$ cat src/rtl/irq_flag_pkg.sv
`timescale 1ns/1ps
package irq_flag_pkg;

    // Flags per status register; the block has two groups of this width.
    localparam int GRP_W = 3;

    typedef enum logic [1:0] {
        SEL_STAT_RC = 2'd0,  // read-to-clear status
        SEL_STAT_WZ = 2'd1,  // write-zero-to-clear status
        SEL_EN_LO   = 2'd2,  // enables for the read-to-clear group
        SEL_EN_HI   = 2'd3   // enables for the write-zero group
    } reg_sel_e;

    typedef struct packed {
        logic rd_rc;     // read cycle on the read-to-clear status
        logic wr_wz;     // clearing write on the write-zero status
        logic wr_en_lo;  // write of low enables
        logic wr_en_hi;  // write of high enables
    } bus_dec_t;

    function automatic logic irq_pending(input logic [2*GRP_W-1:0] flags,
                                         input logic [2*GRP_W-1:0] enables);
        return |(flags & enables);
    endfunction

endpackage

$ cat src/rtl/irq_bus_dec.sv
`timescale 1ns/1ps
module irq_bus_dec
    import irq_flag_pkg::*;
(
    input  logic     rd_stb,
    input  logic     wr_stb,
    input  logic [1:0] reg_sel,
    output bus_dec_t dec
);
    reg_sel_e sel;

    always_comb begin
        sel          = reg_sel_e'(reg_sel);
        dec.rd_rc    = rd_stb && (sel == SEL_STAT_RC);
        dec.wr_wz    = wr_stb && (sel == SEL_STAT_WZ);
        dec.wr_en_lo = wr_stb && (sel == SEL_EN_LO);
        dec.wr_en_hi = wr_stb && (sel == SEL_EN_HI);
    end
endmodule

$ cat src/rtl/irq_rc_bank.sv
`timescale 1ns/1ps
module irq_rc_bank #(
    parameter int W = 3
) (
    input  logic         clk,
    input  logic         rst,
    input  logic         rd_active,
    input  logic [W-1:0] ev,
    output logic [W-1:0] flags
);
    logic [W-1:0] shown_q;   // visible flags, frozen during a read
    logic [W-1:0] defer_q;   // events that arrived during a read
    logic         rd_q;
    logic         rd_end;

    assign rd_end = rd_q && !rd_active;

    always_ff @(posedge clk) begin
        if (rst) begin
            shown_q <= '0;
            defer_q <= '0;
            rd_q    <= 1'b0;
        end else begin
            rd_q <= rd_active;
            if (rd_active) begin
                defer_q <= defer_q | ev;
            end else if (rd_end) begin
                shown_q <= defer_q | ev;
                defer_q <= '0;
            end else begin
                shown_q <= shown_q | ev;
            end
        end
    end

    assign flags = shown_q;
endmodule

$ cat src/rtl/irq_wz_bank.sv
`timescale 1ns/1ps
module irq_wz_bank #(
    parameter int W = 3
) (
    input  logic         clk,
    input  logic         rst,
    input  logic         clr_wr,
    input  logic [W-1:0] wr_data,
    input  logic [W-1:0] ev,
    output logic [W-1:0] flags
);
    for (genvar i = 0; i < W; i++) begin : g_bit
        logic bit_q;
        always_ff @(posedge clk) begin
            if (rst) begin
                bit_q <= 1'b0;
            end else if (ev[i]) begin
                bit_q <= 1'b1;
            end else if (clr_wr && !wr_data[i]) begin
                bit_q <= 1'b0;
            end
        end
        assign flags[i] = bit_q;
    end
endmodule

$ cat src/rtl/irq_flag_ctrl.sv
`timescale 1ns/1ps
module irq_flag_ctrl
    import irq_flag_pkg::*;
#(
    parameter int GRP_W = irq_flag_pkg::GRP_W
) (
    input  logic               clk,
    input  logic               rst,
    input  logic               rd_stb,
    input  logic               wr_stb,
    input  logic [1:0]         reg_sel,
    input  logic [GRP_W-1:0]   wr_data,
    output logic [GRP_W-1:0]   rd_data,
    input  logic [2*GRP_W-1:0] ev_pulse,
    output logic               irq_n
);
    localparam int EV_W = 2 * GRP_W;

    bus_dec_t         dec;
    logic [GRP_W-1:0] rc_flags;
    logic [GRP_W-1:0] wz_flags;
    logic [GRP_W-1:0] en_lo_q;
    logic [GRP_W-1:0] en_hi_q;
    logic [EV_W-1:0]  all_flags;
    logic [EV_W-1:0]  all_en;

    irq_bus_dec u_dec (
        .rd_stb  (rd_stb),
        .wr_stb  (wr_stb),
        .reg_sel (reg_sel),
        .dec     (dec)
    );

    irq_rc_bank #(.W(GRP_W)) u_rc (
        .clk       (clk),
        .rst       (rst),
        .rd_active (dec.rd_rc),
        .ev        (ev_pulse[GRP_W-1:0]),
        .flags     (rc_flags)
    );

    irq_wz_bank #(.W(GRP_W)) u_wz (
        .clk     (clk),
        .rst     (rst),
        .clr_wr  (dec.wr_wz),
        .wr_data (wr_data),
        .ev      (ev_pulse[EV_W-1:GRP_W]),
        .flags   (wz_flags)
    );

    always_ff @(posedge clk) begin
        if (rst) begin
            en_lo_q <= '0;
            en_hi_q <= '0;
        end else begin
            if (dec.wr_en_lo) en_lo_q <= wr_data;
            if (dec.wr_en_hi) en_hi_q <= wr_data;
        end
    end

    always_comb begin
        rd_data = '0;
        if (rd_stb) begin
            unique case (reg_sel_e'(reg_sel))
                SEL_STAT_RC: rd_data = rc_flags;
                SEL_STAT_WZ: rd_data = wz_flags;
                SEL_EN_LO:   rd_data = en_lo_q;
                SEL_EN_HI:   rd_data = en_hi_q;
                default:     rd_data = '0;
            endcase
        end
    end

    assign all_flags = {wz_flags, rc_flags};
    assign all_en    = {en_hi_q, en_lo_q};
    assign irq_n     = !irq_pending(all_flags, all_en);
endmodule

$ cat config.mk
export PLATFORM = sky130hd
export DESIGN_NAME = irq_flag_ctrl
export DESIGN_NICKNAME = d
export VERILOG_FILES = /design/src/rtl/irq_flag_pkg.sv /design/src/rtl/irq_bus_dec.sv /design/src/rtl/irq_rc_bank.sv /design/src/rtl/irq_wz_bank.sv /design/src/rtl/irq_flag_ctrl.sv
export SDC_FILE = /design/constraint.sdc
export NUM_CORES = 1
export LEC_CHECK = 0
export ABC_AREA = 1
export BUFFER_PORTS_ARGS = -buffer_cell sky130_fd_sc_hd__buf_2
export CORE_MARGIN = 2
export CORE_UTILIZATION = 47
export DETAILED_ROUTE_END_ITERATION = 10
export PLACE_DENSITY_LB_ADDON = 0.08
export SLEW_MARGIN = 20
export SYNTH_ARGS = -nofsm -noshare
export SYNTH_HDL_FRONTEND = slang
export SYNTH_SLANG_ARGS = --single-unit
$ cat constraint.sdc
create_clock -name clk -period 0.9 [get_ports clk]
set_clock_uncertainty 0.15 [all_clocks]
set_input_delay 0.09 -clock clk [delete_from_list [all_inputs] [get_ports clk]]
set_output_delay 0.09 -clock clk [all_outputs]
set_load 0.02 [all_outputs]
==> results_dict.tcl <==
set metrics [dict create \
    end_kind "output pin" \
    cts_sinks 16 \
    rows 15 \
    tns_ns -1.70 \
    start_util 0.504 \
    worst_path_largest_cell_delay_ns 0.37 \
    globalRouteOverflowTotal 0 \
    ioPinCount 19 \
    synthArstFlopShare 0 \
    maxCapViolCount 0 \
    gp_congestion 0.811 \
    htreeDepth 1 \
    drc 0 \
    antenna_found_initial 0 \
    synth_top_area_frac 0.368 \
    port_buffers 18 \
    r2r-start "u_rc.flags[2]" \
    synth.distinct_cells 16 \
    hold-path-cell-count 3 \
    vdd_drop_max_mv 0.978 \
    synthTopCellsByArea "dfxtp_1 37%, nand3_1 10%, nand2_1 9.1%, inv_1 8.6%, a21oi_1 6.9%" \
    required_ns 0.66 \
    fp.dieH_um 47.0 \
    avgSynthCellArea_um2 6.96 \
    drt-wirelength-per-cell_um 11.2 \
    clk_path_buf_depth 2 \
    clk_pin_slew_worst_paths_ns 0.08 \
    hold_viol_final 11 \
    p_sw_frac 0.290 \
    syn-instance-count 125 \
    yosysTopAreaCell "dfxtp_1" \
    fin_cells 187 \
    yosys-top-cells-count "21 x nand2_1, 20 x inv_1, 18 x nand3_1, 16 x dfxtp_1, 12 x a21oi_1" \
    setup_viol 5 \
    switching_power_mw 0.451 \
    setup_slack_ns -0.417 \
    fmax_mhz 759 \
    hp-start "rst" \
    drtAntennaViolNets 0 \
    status "finished with violations" \
    cp_max_fo 3 \
    insertion_delay_ns 0.27 \
    p_clk_frac 0.226 \
    arrival_ns 1.08 \
    dpl.hpwl_um 1540 \
    ys_warn_count 0 \
    min_to "u_wz.g_bit[2].bit_q" \
    via_per_inst 4.88 \
    fin_nets 179 \
    ys.flop_type "dfxtp_1" \
    ys_ff_latch 16 \
    syn-cell-area_um2 870 \
    power.leakage_nw 0.610 \
    rr_worst_depth 6 \
    hp-class "input port to flip-flop" \
    synth.most_common_cell "nand2_1" \
    drv_slew 0 \
    path_class "flip-flop to output pin" \
    worst-path-buf-inv 1 \
    crit_family "flip-flops" \
    crit_chain "nand3_1, nand3_2, nand2_2, o21ai_4, buf_6" \
    crit_slowest_cell "dfxtp_2" \
    grt_pass1_vias 798 \
    synth_nets 140 \
    root_buffer "clkbuf_4" \
    pwr_density_cell_nw_per_um2 1140 \
    violations "negative hold slack, negative setup slack" \
    internal_power_mw 1.11 \
    rsz0062_at_grt "true" \
    synth_edf_count 0 \
    die_w_um 47.0 \
    hold_ws_ns -0.0673 \
    cp-start-kind "flip-flop" \
    period_needed_ns 1.32 \
    dr.first_iter.drc_count 5 \
    worstMarginPinSlew_ns 0.297 \
    core_um2 1730 \
    dieArea_um2 2210 \
    antenna_cells 0 \
    grt_start_max_net_pins 13 \
    grt_first_pass_wirelength_um 3370 \
    dr.pass1.iters 4 \
    final_core_util 0.793 \
    yosysSeqAreaShare 0.368 \
    cts_tree "done" \
    numCtsBuffers 3 \
    seqPwrFrac 0.505 \
    drive_gt1_frac 0.562 \
    grt.total_usage 0.215 \
    synthToLayoutAreaGrowth_pct 57.6 \
    reg2reg_to "u_rc.flags[2]" \
    max_slew_margin 0.802 \
    period_share 1.46 \
    rrSetupSlack_ns -0.08 \
    pre_cts_slack_ns -0.309 \
    dp.cells 180 \
    power_frac_comb 0.269 \
    fillers 128 \
    postCtsHoldBufs 3 \
    dr_total_vias 913 \
    wirelength_um 2100 \
]
-- cell usage in the layout, fill, tap and decap left out, types with 5 or more instances in the layout --
cell and count:
nand3_1 6, buf_2 13, inv_1 14, nor2_1 10
nand2_2 8, nand3_2 12, dfxtp_1 5, nand2_1 12
dfxtp_2 9, o21ai_0 6, buf_4 14, a21oi_1 9
inv_2 5, buf_6 7
-- what timing repair did --
| item | in CTS | in global routing |
|---|---|---|
| setup buffers | 1 | 1 |
| endpoints found under the setup margin | 11 | 13 |
| pin swaps | 3 | 9 |
| gates resized for setup | 35 | 26 |
| hold endpoints to repair | 11 | 6 |
-- worst reg2reg max path: stages (launching register included) --
cell and delay [ns]:
dfxtp_2 0.33, inv_2 0.07, buf_6 0.11, buf_6 0.08, nand2_2 0.03, nor2_1 0.08, nor2_1 0.04
-- power by group through the flow --
stage | registers, mW | logic [mW] | clock network, mW
5_1_grt | 0.793 | 0.463 | 0.380
2_1_floorplan | 0.783 | 0.211 | 0
3_5_place_dp | 0.792 | 0.333 | 0
3_3_place_gp | 0.791 | 0.326 | 0
4_1_cts | 0.784 | 0.391 | 0.360
6_report | 0.787 | 0.420 | 0.352
-- worst max path at each step --
stage	start	to	slack, ns	cells after the start
finish	u_wz.g_bit[0].bit_q	rd_data[0]	-0.42	5
CTS	u_wz.g_bit[1].bit_q	rd_data[1]	-0.42	5
floorplan	u_rc.flags[0]	irq_n	-0.06	3
global placement	reg_sel[0]	rd_data[0]	-0.28	7
global route	u_wz.g_bit[0].bit_q	irq_n	-0.47	4
detailed placement	reg_sel[0]	rd_data[1]	-0.31	7
-- area by class of cell --
type	count	area, µm²	share of cell area
Tap cell	25	31.3	0.0228
Inverter	20	78.8	0.0575
Multi-Input combinational cell	85	599	0.437
Clock buffer	3	22.5	0.0164
Timing Repair Buffer	38	299	0.218
Sequential cell	16	339	0.247
-- layer usage --
metal | GRT usage | vias up | wire (µm) | share of wire
met5 | 0 | - | 0 | 0
met4 | 0.0667 | 0 | 31 | 0.015
met3 | 0.0231 | 4 | 46 | 0.022
met2 | 0.364 | 17 | 1060 | 0.50
met1 | 0.286 | 407 | 963 | 0.46
li1 | - | 485 | - | -
-- sequential cells by signal (all words and copies together) (netlist names) --
signal,cells
u_rc.defer_q,3
u_rc.flags,3
en_hi_q,3
u_rc.rd_q,1
en_lo_q,3
u_wz.g_bit.bit_q,3
-- stage by stage --
step / instance area, µm² / total power, mW
finish: 1370 / 1.56
global route: 1370 / 1.64
CTS: 1290 / 1.53
detailed placement: 1130 / 1.12
global placement: 1130 / 1.12
floorplan: 941 / 0.994
-- kinds of logic after synthesis --
group | after synthesis | synth area share
compound gates | 29 | 0.176
buf+inv | 24 | 0.131
flops | 16 | 0.368
simple gates | 56 | 0.325
No activity file was read; power rests on OpenSTA's default activity.
